**src/rtl/rseq_pkg.sv**
```systemverilog
package rseq_pkg;

    typedef enum logic [3:0] {
        ST_IDLE,
        ST_BUCK_DLY,
        ST_SYS_WAIT,
        ST_IO_DLY,
        ST_ANA_DLY,
        ST_CORE_DLY,
        ST_CHECK,
        ST_POR_DLY,
        ST_RUN,
        ST_FAULT,
        ST_SHUT
    } seq_state_e;

    // flag positions in the filtered vector
    localparam int FL_MAIN  = 0;
    localparam int FL_SYS   = 1;
    localparam int FL_IO    = 2;
    localparam int FL_ANA   = 3;
    localparam int FL_CORE  = 4;
    localparam int NUM_FLAGS = 5;

    // enable positions: 0 buck, 1 io, 2 analog, 3 core
    localparam int NUM_EN = 4;

    typedef struct packed {
        seq_state_e          st;
        logic [NUM_EN-1:0]   en;
        logic                por;
    } seq_reg_t;

    function automatic int max4(input int a, input int b, input int c, input int d);
        int m;
        m = a;
        if (b > m) m = b;
        if (c > m) m = c;
        if (d > m) m = d;
        return m;
    endfunction

endpackage

```
**src/rtl/rseq_blank.sv**
```systemverilog
module rseq_blank #(
    parameter int W           = 5,
    parameter int BLANK_TICKS = 2
) (
    input  logic         clk,
    input  logic         rst_n,
    input  logic         tick,
    input  logic [W-1:0] raw,
    output logic [W-1:0] filt
);
    localparam int CW = $clog2(BLANK_TICKS + 1);
    localparam logic [CW-1:0] LAST = CW'(BLANK_TICKS - 1);

    typedef struct packed {
        logic [W-1:0]          filt;
        logic [W-1:0][CW-1:0]  cnt;
    } blank_reg_t;

    blank_reg_t blk_d, blk_q;

    always_comb begin
        blk_d = blk_q;
        if (tick) begin
            for (int i = 0; i < W; i++) begin
                if (raw[i] == blk_q.filt[i]) begin
                    blk_d.cnt[i] = '0;
                end else if (blk_q.cnt[i] == LAST) begin
                    blk_d.filt[i] = raw[i];
                    blk_d.cnt[i]  = '0;
                end else begin
                    blk_d.cnt[i] = blk_q.cnt[i] + CW'(1);
                end
            end
        end
    end

    always_ff @(posedge clk or negedge rst_n) begin
        if (!rst_n) blk_q <= '0;
        else        blk_q <= blk_d;
    end

    assign filt = blk_q.filt;

endmodule

```
**src/rtl/rseq_timer.sv**
```systemverilog
module rseq_timer #(
    parameter int TW = 3
) (
    input  logic          clk,
    input  logic          rst_n,
    input  logic          tick,
    input  logic          clr,
    input  logic [TW-1:0] limit,
    output logic          expire
);
    logic [TW-1:0] cnt_d, cnt_q;
    logic          at_last;

    assign at_last = (cnt_q == limit - TW'(1));
    assign expire  = tick && at_last;

    always_comb begin
        cnt_d = cnt_q;
        if (clr)          cnt_d = '0;
        else if (expire)  cnt_d = '0;
        else if (tick)    cnt_d = cnt_q + TW'(1);
    end

    always_ff @(posedge clk or negedge rst_n) begin
        if (!rst_n) cnt_q <= '0;
        else        cnt_q <= cnt_d;
    end

endmodule

```
**src/rtl/rseq_fsm.sv**
```systemverilog
module rseq_fsm
    import rseq_pkg::*;
#(
    parameter int TW        = 3,
    parameter int DLY_BUCK  = 4,
    parameter int DLY_STEP  = 2,
    parameter int DLY_POR   = 4,
    parameter int DLY_RST   = 3
) (
    input  logic                 clk,
    input  logic                 rst_n,
    input  logic                 tick,
    input  logic                 main_en,
    input  logic [NUM_FLAGS-1:0] good,
    input  logic                 expire,
    output logic                 tmr_clr,
    output logic [TW-1:0]        limit,
    output logic [NUM_EN-1:0]    en,
    output logic                 por
);
    seq_reg_t seq_d, seq_q;
    logic     rails_ok;
    logic     ldos_ok;
    logic     hold_clr;

    assign rails_ok = good[FL_SYS] & good[FL_IO] & good[FL_ANA] & good[FL_CORE];
    assign ldos_ok  = good[FL_IO] & good[FL_ANA] & good[FL_CORE];

    always_comb begin
        seq_d    = seq_q;
        limit    = TW'(DLY_STEP);
        hold_clr = 1'b0;
        unique case (seq_q.st)
            ST_IDLE: begin
                seq_d.en  = '0;
                seq_d.por = 1'b0;
                if (main_en && good[FL_MAIN]) seq_d.st = ST_BUCK_DLY;
            end
            ST_BUCK_DLY: begin
                limit = TW'(DLY_BUCK);
                if (expire) begin
                    seq_d.en[0] = 1'b1;
                    seq_d.st    = ST_SYS_WAIT;
                end
            end
            ST_SYS_WAIT: begin
                if (good[FL_SYS]) seq_d.st = ST_IO_DLY;
            end
            ST_IO_DLY: begin
                if (expire) begin
                    seq_d.en[1] = 1'b1;
                    seq_d.st    = ST_ANA_DLY;
                end
            end
            ST_ANA_DLY: begin
                if (expire) begin
                    seq_d.en[2] = 1'b1;
                    seq_d.st    = ST_CORE_DLY;
                end
            end
            ST_CORE_DLY: begin
                if (expire) begin
                    seq_d.en[3] = 1'b1;
                    seq_d.st    = ST_CHECK;
                end
            end
            ST_CHECK: begin
                // a failed sample lets the timer wrap and try again
                if (expire && ldos_ok) seq_d.st = ST_POR_DLY;
            end
            ST_POR_DLY: begin
                limit = TW'(DLY_POR);
                if (!rails_ok) begin
                    seq_d.st = ST_FAULT;
                end else if (expire) begin
                    seq_d.por = 1'b1;
                    seq_d.st  = ST_RUN;
                end
            end
            ST_RUN: begin
                if (!rails_ok) begin
                    seq_d.por = 1'b0;
                    seq_d.st  = ST_FAULT;
                end
            end
            ST_FAULT: begin
                limit = TW'(DLY_RST);
                if (!rails_ok) begin
                    hold_clr = 1'b1;
                end else if (expire) begin
                    seq_d.por = 1'b1;
                    seq_d.st  = ST_RUN;
                end
            end
            ST_SHUT: begin
                if (tick) begin
                    if (seq_q.en[3])      seq_d.en[3] = 1'b0;
                    else if (seq_q.en[2]) seq_d.en[2] = 1'b0;
                    else if (seq_q.en[1]) seq_d.en[1] = 1'b0;
                    else if (seq_q.en[0]) seq_d.en[0] = 1'b0;
                    else                  seq_d.st    = ST_IDLE;
                end
            end
            default: begin
                seq_d.st  = ST_IDLE;
                seq_d.en  = '0;
                seq_d.por = 1'b0;
            end
        endcase

        if (!main_en && seq_q.st != ST_IDLE && seq_q.st != ST_SHUT) begin
            seq_d.st  = ST_SHUT;
            seq_d.en  = seq_q.en;
            seq_d.por = 1'b0;
        end
    end

    assign tmr_clr = hold_clr || (seq_d.st != seq_q.st);

    always_ff @(posedge clk or negedge rst_n) begin
        if (!rst_n) seq_q <= '{st: ST_IDLE, en: '0, por: 1'b0};
        else        seq_q <= seq_d;
    end

    assign en  = seq_q.en;
    assign por = seq_q.por;

endmodule

```
**src/rtl/rail_seq_top.sv**
```systemverilog
module rail_seq_top
    import rseq_pkg::*;
#(
    parameter int BLANK_TICKS = 2,
    parameter int DLY_BUCK    = 4,
    parameter int DLY_STEP    = 2,
    parameter int DLY_POR     = 4,
    parameter int DLY_RST     = 3
) (
    input  logic clk,
    input  logic rst_n,
    input  logic tick,
    input  logic main_en,
    input  logic main_ok,
    input  logic sys_ok,
    input  logic io_ok,
    input  logic ana_ok,
    input  logic core_ok,
    output logic buck_en,
    output logic io_ldo_en,
    output logic ana_ldo_en,
    output logic core_ldo_en,
    output logic por_rel
);
    localparam int MAX_DLY = max4(DLY_BUCK, DLY_STEP, DLY_POR, DLY_RST);
    localparam int TW      = $clog2(MAX_DLY + 1);

    logic [NUM_FLAGS-1:0] raw_vec;
    logic [NUM_FLAGS-1:0] good_f;
    logic [NUM_EN-1:0]    en_vec;
    logic                 tmr_clr;
    logic                 tmr_exp;
    logic [TW-1:0]        tmr_lim;

    assign raw_vec = {core_ok, ana_ok, io_ok, sys_ok, main_ok};

    rseq_blank #(
        .W           (NUM_FLAGS),
        .BLANK_TICKS (BLANK_TICKS)
    ) u_blank (
        .clk   (clk),
        .rst_n (rst_n),
        .tick  (tick),
        .raw   (raw_vec),
        .filt  (good_f)
    );

    rseq_timer #(
        .TW (TW)
    ) u_tmr (
        .clk    (clk),
        .rst_n  (rst_n),
        .tick   (tick),
        .clr    (tmr_clr),
        .limit  (tmr_lim),
        .expire (tmr_exp)
    );

    rseq_fsm #(
        .TW       (TW),
        .DLY_BUCK (DLY_BUCK),
        .DLY_STEP (DLY_STEP),
        .DLY_POR  (DLY_POR),
        .DLY_RST  (DLY_RST)
    ) u_fsm (
        .clk     (clk),
        .rst_n   (rst_n),
        .tick    (tick),
        .main_en (main_en),
        .good    (good_f),
        .expire  (tmr_exp),
        .tmr_clr (tmr_clr),
        .limit   (tmr_lim),
        .en      (en_vec),
        .por     (por_rel)
    );

    assign buck_en     = en_vec[0];
    assign io_ldo_en   = en_vec[1];
    assign ana_ldo_en  = en_vec[2];
    assign core_ldo_en = en_vec[3];

endmodule

```
**config.mk**
```make
export PLATFORM = sky130hd
export DESIGN_NAME = rail_seq_top
export DESIGN_NICKNAME = d
export VERILOG_FILES = /design/src/rtl/rseq_pkg.sv /design/src/rtl/rseq_blank.sv /design/src/rtl/rseq_timer.sv /design/src/rtl/rseq_fsm.sv /design/src/rtl/rail_seq_top.sv
export SDC_FILE = /design/constraint.sdc
export NUM_CORES = 1
export LEC_CHECK = 0
export BUFFER_PORTS_ARGS = -buffer_cell sky130_fd_sc_hd__buf_2
export CAP_MARGIN = 20
export CELL_PAD_IN_SITES_DETAIL_PLACEMENT = 0
export CELL_PAD_IN_SITES_GLOBAL_PLACEMENT = 1
export CORE_MARGIN = 4
export CORE_UTILIZATION = 46
export DETAILED_ROUTE_END_ITERATION = 8
export PLACE_DENSITY_LB_ADDON = 0.1
export RECOVER_POWER = 100
export SYNTH_ARGS = -nofsm -noshare
export SYNTH_HDL_FRONTEND = slang
export SYNTH_SLANG_ARGS = --single-unit
```
**constraint.sdc**
```tcl
create_clock -name clk -period 3.1 [get_ports clk]
set_clock_uncertainty 0.2 [all_clocks]
set_input_delay 0.31 -clock clk [delete_from_list [all_inputs] [get_ports clk]]
set_output_delay 0.31 -clock clk [all_outputs]
set_load 0.005 [all_outputs]
```
==> flow_metrics.tcl, run 1 <==
set metrics [dict create \
    cp-end-kind "flip-flop" \
    synth_edf_count 0 \
    grt_first_pass_wirelength_um 7624 \
    rr_worst_depth 6 \
    critPathLaunch "u_fsm.seq_q[7]" \
    tightest_slew_ns 1.509 \
    fp.dieH_um 72.20 \
    power.leakage_nw 0.8735 \
    rr_startpoint "u_fsm.seq_q[7]" \
    yosysWarnings 0 \
    vias 1685 \
    final-max-slew-violation-count 28 \
    syn_inst 219 \
    peakVddDrop_uv 408.9 \
    synthFlopType "dfrtp_1" \
    layout_commonest_cell "dfrtp_1" \
    clockBufferDepth 2 \
    crit_path_start_kind "flip-flop" \
    hp-start "io_ok" \
    routabilityCongestion 0.8532 \
    antenna_found_initial 0 \
    area_growth_pct 7.591 \
    cp_max_fo 26 \
    ys_ff_latch 27 \
    rows 23 \
    critPathCapture "u_tmr.cnt_q[2]" \
    cts_buffers 3 \
    die-area_sq_um 5212 \
    critPathMaxStageDelay_ns 0.83 \
    ant_nets 0 \
    relSlewSlack -0.006084 \
    reg2reg_to "u_tmr.cnt_q[2]" \
    ys_seq_area_frac 0.3564 \
    hold_viol_final 0 \
    wl_per_cell_um 15.66 \
    htreeDepth 1 \
    insertion_delay_ns 0.27 \
    rrSetupSlack_ns 0.40 \
    die_w_um 72.20 \
    diodes 0 \
    core_sq_um 4000 \
    fin_ws_ns 0.4038 \
    dr.first_iter.drc_count 164 \
    grt_pass1_vias 1589 \
    fin_crit_ns 2.696 \
    arrival_ns 2.68 \
    io_pins 14 \
    syn-cell-area_sq_um 1896 \
    cts_setup_buffers 0 \
    synthesis.nets 229 \
    place_hpwl_um 3217 \
    post-place-ws_ns 0.4251 \
    crit_slowest_cell "dfrtp_1" \
    status "finished with violations" \
    layout.nets 240 \
    avgSynthCellArea_sq_um 8.656 \
    grt_overflow 0 \
    max_freq_mhz 370.9 \
    grt_max_degree 28 \
    clock_sinks 27 \
    violations "max-capacitance violations, max-slew violations" \
    grt_util_all_layers 0.1832 \
    drive_above_1_share 0.1485 \
    yosys.cell_types.count 54 \
    clockRootBuffer "clkbuf_8" \
    routed_wl_um 4370 \
    final-setup-viol-count 0 \
    vias_per_cell 6.039 \
    power_density_nw_per_um2 875.6 \
    start_util 0.4739 \
    timing.final.crit_share 0.8697 \
    min_path_type "in -> reg" \
    setup_tns_ns 0 \
    crit_chain "and4bb_2 -> xor2_1 -> and4_4 -> a211o_1 -> or4_1 -> nor3_1" \
    route.detailed.drc 0 \
    most-common-layout-cells "dfrtp_1, nand2_1, nor2_1, a21oi_1, o21ai_0" \
    grt_setup_unrepaired "false" \
    path_class "reg -> reg" \
    numPortBuffers 13 \
    path_clk_slew_ns 0.10 \
    crit_required_ns 3.09 \
    cts_tree "done" \
    first_pass_iters 4 \
    ys_async_sr_fraction 1.000 \
    timing.max_cap.violations 1 \
]
## registers in the layout, summed over array words and instances, names as in the netlist
signal,cells
u_tmr.cnt_q,3
u_blank.blk_q,10
u_fsm.seq_q,4
u_fsm.por,1
u_fsm.en,4
u_blank.filt,5
## synth_stat cells (3+ instances only)
library cell,n,area [sq um]
a211o_1,3,26.28
a211oi_1,3,22.52
a21oi_1,13,65.06
a31oi_1,4,25.02
and2_1,6,37.54
buf_2,6,30.03
clkbuf_1,5,18.77
dfrtp_1,27,675.7
inv_1,5,18.77
mux2_2,11,123.9
nand2_1,20,75.07
nand2b_1,6,37.54
nand3_1,4,20.02
nand3b_1,4,30.03
nand4_1,3,18.77
nor2_1,20,75.07
nor2b_1,10,62.56
nor3_1,4,20.02
o211ai_1,3,22.52
o21ai_0,12,60.06
xnor2_1,5,43.79
xor2_1,3,26.28
## per-stage QoR
stage	power, mW	hold WS (ns)	instance area (sq um)	std cells	util
floorplan	1.358	-0.1856	1896	219	-
finish	1.786	0.09304	2039	279	0.5099
CTS	1.797	0.08396	2049	279	0.5124
global route	1.950	0.08655	2039	279	0.5099
detailed placement	1.586	0.1627	1993	274	0.4983
global placement	1.561	0.1522	1993	274	0.4983
## power by group
part / leakage [nW] / internal (mW) / switching [mW]
combinational: 0.497 / 0.446 / 0.501
clock: 0.0255 / 0.0900 / 0.111
sequential: 0.351 / 0.463 / 0.174
## per-layer routing
metal / wire (um) / global-route usage
met2: 2178 / 0.3084
met1: 1958 / 0.2421
met3: 199 / 0.03047
met4: 34 / 0.05219
met5: 0 / 0
## layout make-up
class	count	area (sq um)
Clock inverter	1	5.005
Fill cell	376	1961
Sequential cell	27	675.6
Inverter	6	22.52
Tap cell	50	62.56
Multi-Input combinational cell	172	1122
Timing Repair Buffer	20	110.1
Clock buffer	3	41.29
## logic make-up (layout without fill, tap and decap cells)
logic type	after synthesis	count (layout)	share of synthesized area
simple gates	93	93	0.2673
compound gates	57	57	0.2053
flops	27	27	0.3564
buf+inv	20	30	0.05148
mux	13	13	0.07591
xor+xnor	8	8	0.03697
fa+ha+maj	1	1	0.006600
## critical path, delay by kind of cell (launching register included)
kind / cells / cell delay (ns)
and+or+nand+nor: 4 / 1.15
DFF: 1 / 0.83
AOI/OAI and AO/OA: 1 / 0.28
xor gates and xnor gates: 1 / 0.16
## worst min path at each step
stage                             endpoint  slack [ns]  depth (start not counted)
after floorplan           u_blank.blk_q[0]       -0.19                          0
after global placement         u_fsm.en[1]        0.15                          1
after detailed placement       u_fsm.en[2]        0.16                          1
after CTS                  u_blank.filt[0]        0.08                          2
after global routing       u_blank.filt[0]        0.09                          2
final                      u_blank.filt[2]        0.09                          2
## repair_timing
| action | CTS | global route |
|---|---|---|
| gates resized for setup | 0 | 0 |
| hold buffers | 1 | 0 |
| endpoints found under the hold margin | 27 | 0 |
No activity file was read; power rests on OpenSTA's default activity.
==> run 2: changes to the inputs <==
- REMOVE_ABC_BUFFERS: unset -> 1
==> run 2 against run 1 <==
Net effect:
- the run now ends clean
- via count up 0.24%
- count of clock-buffer cells in the layout increased by 1
- clock power barely moved
- cell count unchanged
- largest power group unchanged
- utilization fell by 0.094 points
- wire length is 5.9% higher
- largest cell class unchanged
- critical path depth unchanged
- fmax decreased by 0.52%
- first-iteration DRC count is 4.9% lower
- global-route usage rose by 0.93 points
- hold slack lost 0.0058 ns
==> flow_metrics.tcl, run 2 (synthesis gave the netlist of run 1 again) <==
set metrics [dict create \
    grt_util_all_layers 0.1925 \
    timing.max_cap.violations 0 \
    largest_reg_flops 10 \
    path_class "reg -> reg" \
    insertion_delay_ns 0.28 \
    grt_overflow 0 \
    crit_required_ns 3.10 \
    min_path_type "in -> reg" \
    grt_setup_unrepaired "false" \
    setup_tns_ns 0 \
    final-max-slew-violation-count 0 \
    ant_nets 0 \
    p_int_mw 1.005 \
    cts_tree "done" \
    cts_resized 0 \
    final-setup-viol-count 0 \
    clockBufferDepth 2 \
    die-area_sq_um 5212 \
    rows 23 \
    switchingPower_mw 0.8081 \
    arrival_ns 2.71 \
    power.leakage_nw 0.8700 \
    route.detailed.drc 0 \
    grt_max_degree 28 \
    cp-end-kind "flip-flop" \
    htreeDepth 1 \
    diodes 0 \
    routabilityCongestion 0.8879 \
    path_clk_slew_ns 0.09 \
    crit_path_start_kind "flip-flop" \
    core_sq_um 4000 \
    clockRootBuffer "clkbuf_8" \
    wl_per_cell_um 16.59 \
    combPwrFrac 0.527 \
    peakVddDrop_uv 375.6 \
    vias_per_cell 6.054 \
    p_seq_frac 0.361 \
    fin_crit_ns 2.710 \
    routed_wl_um 4630 \
    vias 1689 \
    cp_max_fo 26 \
    hold_viol_final 0 \
    place_hpwl_um 3355 \
    grt_first_pass_wirelength_um 7907 \
    clock_sinks 27 \
    drive_above_1_share 0.1441 \
    first_pass_iters 4 \
    die_w_um 72.20 \
    grt_pass1_vias 1605 \
    crit_chain "nor2b_1 -> and3_1 -> nor4_1 -> a211oi_2 -> or4_1 -> nor3_1" \
    layout.nets 240 \
    most-common-layout-cells "dfrtp_1, nand2_1, nor2_1, a21oi_1, o21ai_0" \
    antenna_found_initial 0 \
    fp.dieH_um 72.20 \
    numPortBuffers 13 \
    critPathMaxStageDelay_ns 0.84 \
    start_util 0.4739 \
    max_freq_mhz 369.0 \
    postLayoutCellArea_sq_um 2036 \
    power_density_nw_per_um2 890.5 \
    timing.final.crit_share 0.8743 \
    tightest_slew_ns 1.461 \
    area_growth_pct 7.393 \
    cts_buffers 3 \
    p_sw_frac 0.4457 \
    detailed_place.area_sq_um 1993 \
    status "finished, final reports clean" \
    dr.first_iter.drc_count 156 \
    relSlewSlack 0.02589 \
    crit_slowest_cell "dfrtp_1" \
    layout_commonest_cell "dfrtp_1" \
    top_register "u_blank.blk_q" \
    p_clk_frac 0.113 \
    io_pins 14 \
]
run 2: changes by cell type in the layout (fill, tap and decap cells not counted):
cell      before  now
o311ai_1       1    0
o311ai_0       0    1
clkinv_2       1    0
clkbuf_1       6    7
buf_2          8    9
buf_4          5    4
run 2: metal layers:
metal / vias to the layer above / track usage / part of all wire
li1: 815 / - / -
met1: 824 / 0.2625 / 0.46
met2: 43 / 0.3155 / 0.48
met3: 7 / 0.03186 / 0.039
met4: 0 / 0.05428 / 0.016
met5: - / 0 / 0
run 2: layout make-up:
class                   count  area [sq um]
fillers                   392          1964
multi-input cells         172          1122
flip-flops and latches     27         675.6
repair buffers             20         107.6
well taps                  50         62.56
clock buffers               4         45.04
inverters                   6         22.52
run 2: power groups by stage:
| stage | Clock (mW) | Combinational (mW) | Sequential (mW) |
|---|---|---|---|
| floorplan | 0 | 0.675 | 0.638 |
| global placement | 0 | 0.932 | 0.649 |
| detailed placement | 0 | 0.950 | 0.657 |
| CTS | 0.210 | 0.956 | 0.650 |
| global route | 0.232 | 1.06 | 0.681 |
| finish | 0.204 | 0.955 | 0.654 |
run 2: critical path: cells and delay by family (launching register included):
| kind | cells | cell delay [ns] |
|---|---|---|
| compound gates | 1 | 0.11 |
| flops | 1 | 0.84 |
| simple gates | 5 | 1.48 |
run 2: worst paths after layout:
check / slack (ns) / from / cells past startpoint / end
worst max-delay path: 0.39 / u_fsm.seq_q[7] / 6 / u_tmr.cnt_q[2]
max in group asynchronous: 1.15 / rst_n / 2 / u_tmr.cnt_q[1]
worst min-delay path: 0.09 / ana_ok / 2 / u_blank.filt[3]
min in group asynchronous: 0.70 / rst_n / 2 / u_fsm.en[1]
worst max register to register: 0.39 / u_fsm.seq_q[7] / 6 / u_tmr.cnt_q[2]
worst min register to register: 0.31 / u_blank.blk_q[5] / 1 / u_blank.blk_q[5]
run 2: stage by stage:
step | std cells | power, mW | util | hold WS, ns | worst slack, ns
after floorplan | 205 | 1.312 | - | -0.1856 | 0.6432
after global placement | 274 | 1.581 | 0.4983 | 0.1423 | 0.5370
after detailed placement | 274 | 1.607 | 0.4983 | 0.1569 | 0.4576
after CTS | 279 | 1.816 | 0.5120 | 0.08918 | 0.4377
after global routing | 279 | 1.970 | 0.5089 | 0.08982 | 0.1501
final | 279 | 1.813 | 0.5089 | 0.08726 | 0.3896
run 2: repair_timing:
| action | 4_1_cts | 5_1_grt |
|---|---|---|
| buffers inserted | 0 | 0 |
| endpoints found under the setup margin | 0 | 0 |
| endpoints found under the hold margin | 27 | 0 |
| hold buffers | 1 | 0 |
==> run 3: changes to the inputs <==
- PLACE_DENSITY: unset -> 0.83
- PLACE_DENSITY_LB_ADDON: 0.1 -> unset
==> run 3 against run 2 <==
Net effect:
- sequential share of layout area is 0.12 points lower
- wire length down 7.3%
- cell count did not move
- clock power increased by 7%
- sequential power shrank 6.3%
- utilization rose by 0.19 points
- combinational power is 2% higher
- non-clock buffer count stayed put
- hold slack lost 0.0088 ns
- cell area is 0.37% higher
- critical endpoint unchanged
- largest cell class unchanged
- largest power group unchanged
- highest routed layer unchanged
==> flow_metrics.tcl, run 3 (synthesis gave the netlist of run 1 again) <==
set metrics [dict create \
    place_hpwl_um 3155 \
    utilization 0.5108 \
    fin_cells 279 \
    fp.dieH_um 72.20 \
    first_pass_iters 4 \
    fin_crit_ns 2.658 \
    cp_max_fo 17 \
    min_path_type "in -> reg" \
    grt_util_all_layers 0.1801 \
    grt_max_degree 28 \
    timing.max_cap.violations 0 \
    grt_pass1_vias 1541 \
    htreeDepth 1 \
    postLayoutCellArea_sq_um 2043 \
    io_pins 14 \
    power_density_nw_per_um2 882.9 \
    crit_path_start_kind "flip-flop" \
    rrSetupSlack_ns 0.44 \
    setup_tns_ns 0 \
    status "finished, final reports clean" \
    layout.nets 240 \
    ant_nets 0 \
    p_total_mw 1.804 \
    peakVddDrop_uv 409.3 \
    vias 1644 \
    rr_worst_depth 6 \
    routabilityCongestion 0.8695 \
    arrival_ns 2.67 \
    path_class "reg -> reg" \
    hold_depth 2 \
    tightest_slew_ns 1.475 \
    cts_buffers 3 \
    diodes 0 \
    cts_setup_buffers 0 \
    grt_setup_unrepaired "false" \
    max_freq_mhz 376.2 \
    numPortBuffers 13 \
    core_sq_um 4000 \
    rows 23 \
    wl_per_cell_um 15.39 \
    clockBufferDepth 2 \
    insertion_delay_ns 0.29 \
    grt_overflow 0 \
    die_w_um 72.20 \
    clockRootBuffer "clkbuf_8" \
    power.leakage_nw 0.8821 \
    vias_per_cell 5.892 \
    detailed_place.area_sq_um 1993 \
    antenna_found_initial 0 \
    hold_viol_final 0 \
    grt_first_pass_wirelength_um 7383 \
    timing.final.crit_share 0.8575 \
    route.detailed.drc 0 \
    largest_reg_flops 10 \
    regArea_sq_um 675.6 \
    drive_above_1_share 0.1528 \
    most-common-layout-cells "dfrtp_1, nand2_1, nor2_1, a21oi_1, o21ai_0" \
    relSlewSlack 0.01667 \
    path_clk_slew_ns 0.10 \
    clock_sinks 27 \
    die-area_sq_um 5212 \
    area_growth_pct 7.789 \
    multi_input_area_sq_um 1120 \
    top_register "u_blank.blk_q" \
    final-setup-viol-count 0 \
    post-place-cells 274 \
    dr.first_iter.drc_count 143 \
    final-max-slew-violation-count 0 \
    nFillCells 393 \
    layout_commonest_cell "dfrtp_1" \
    routed_wl_um 4294 \
    cts_tree "done" \
    start_util 0.4739 \
    crit_required_ns 3.11 \
    cp-end-kind "flip-flop" \
]
==> run 3: cell types whose count changed in the layout (fill, tap and decap cells not counted) <==
cell and change:
o311ai_1 +1, and4_4 -1, clkbuf_1 -3, and4_1 +1, inv_6 +1, buf_4 +1
buf_2 +1, o311ai_0 -1
==> run 3: per-layer routing <==
metal	up-vias	global-route usage	share of wire
li1	816	-	-
met3	7	0.03047	0.039
met2	33	0.2740	0.47
met1	788	0.2513	0.48
met4	0	0.07933	0.017
met5	-	0	0
==> run 3: layout make-up <==
type | instances | share of cell area
Clock buffer | 3 | 0.02021
Clock inverter | 1 | 0.004287
Inverter | 6 | 0.01102
Multi-Input combinational cell | 172 | 0.5481
Sequential cell | 27 | 0.3307
Tap cell | 50 | 0.03062
Timing Repair Buffer | 20 | 0.05511
==> run 3: repair_timing <==
| action | in CTS | in global routing |
|---|---|---|
| resized for setup | 0 | 0 |
| hold buffers | 1 | 0 |
| hold endpoints to repair | 27 | 0 |
==> run 3: worst paths after layout <==
| check | startpoint | end |
|---|---|---|
| max | u_fsm.seq_q[7] | u_tmr.cnt_q[2] |
| min | ana_ok | u_blank.filt[3] |
| max reg2reg | u_fsm.seq_q[7] | u_tmr.cnt_q[2] |
| min reg2reg | u_blank.blk_q[5] | u_blank.blk_q[5] |
| max in group asynchronous | rst_n | u_blank.blk_q[9] |
| min in group asynchronous | rst_n | u_fsm.seq_q[8] |
==> run 3: stage by stage <==
step | hold WS [ns] | setup WS, ns
3_5_place_dp | 0.1624 | 0.6217
4_1_cts | 0.07117 | 0.5950
6_report | 0.07848 | 0.4417
2_1_floorplan | -0.1856 | 0.6432
3_3_place_gp | 0.1606 | 0.6368
5_1_grt | 0.07836 | 0.2554
==> run 3: worst max-delay path, cell delays in order (launching register included) <==
cell and delay (ns):
dfrtp_1 0.59, or2_1 0.32, a211o_1 0.27, and4_1 0.32, a211o_1 0.33, or4_1 0.41, nor3_1 0.15
==> run 3: report_power, final <==
part	internal (mW)	switching, mW	total [mW]
clock network	0.0949	0.124	0.219
logic	0.448	0.523	0.972
registers	0.464	0.149	0.613
total	1.01	0.797	1.80
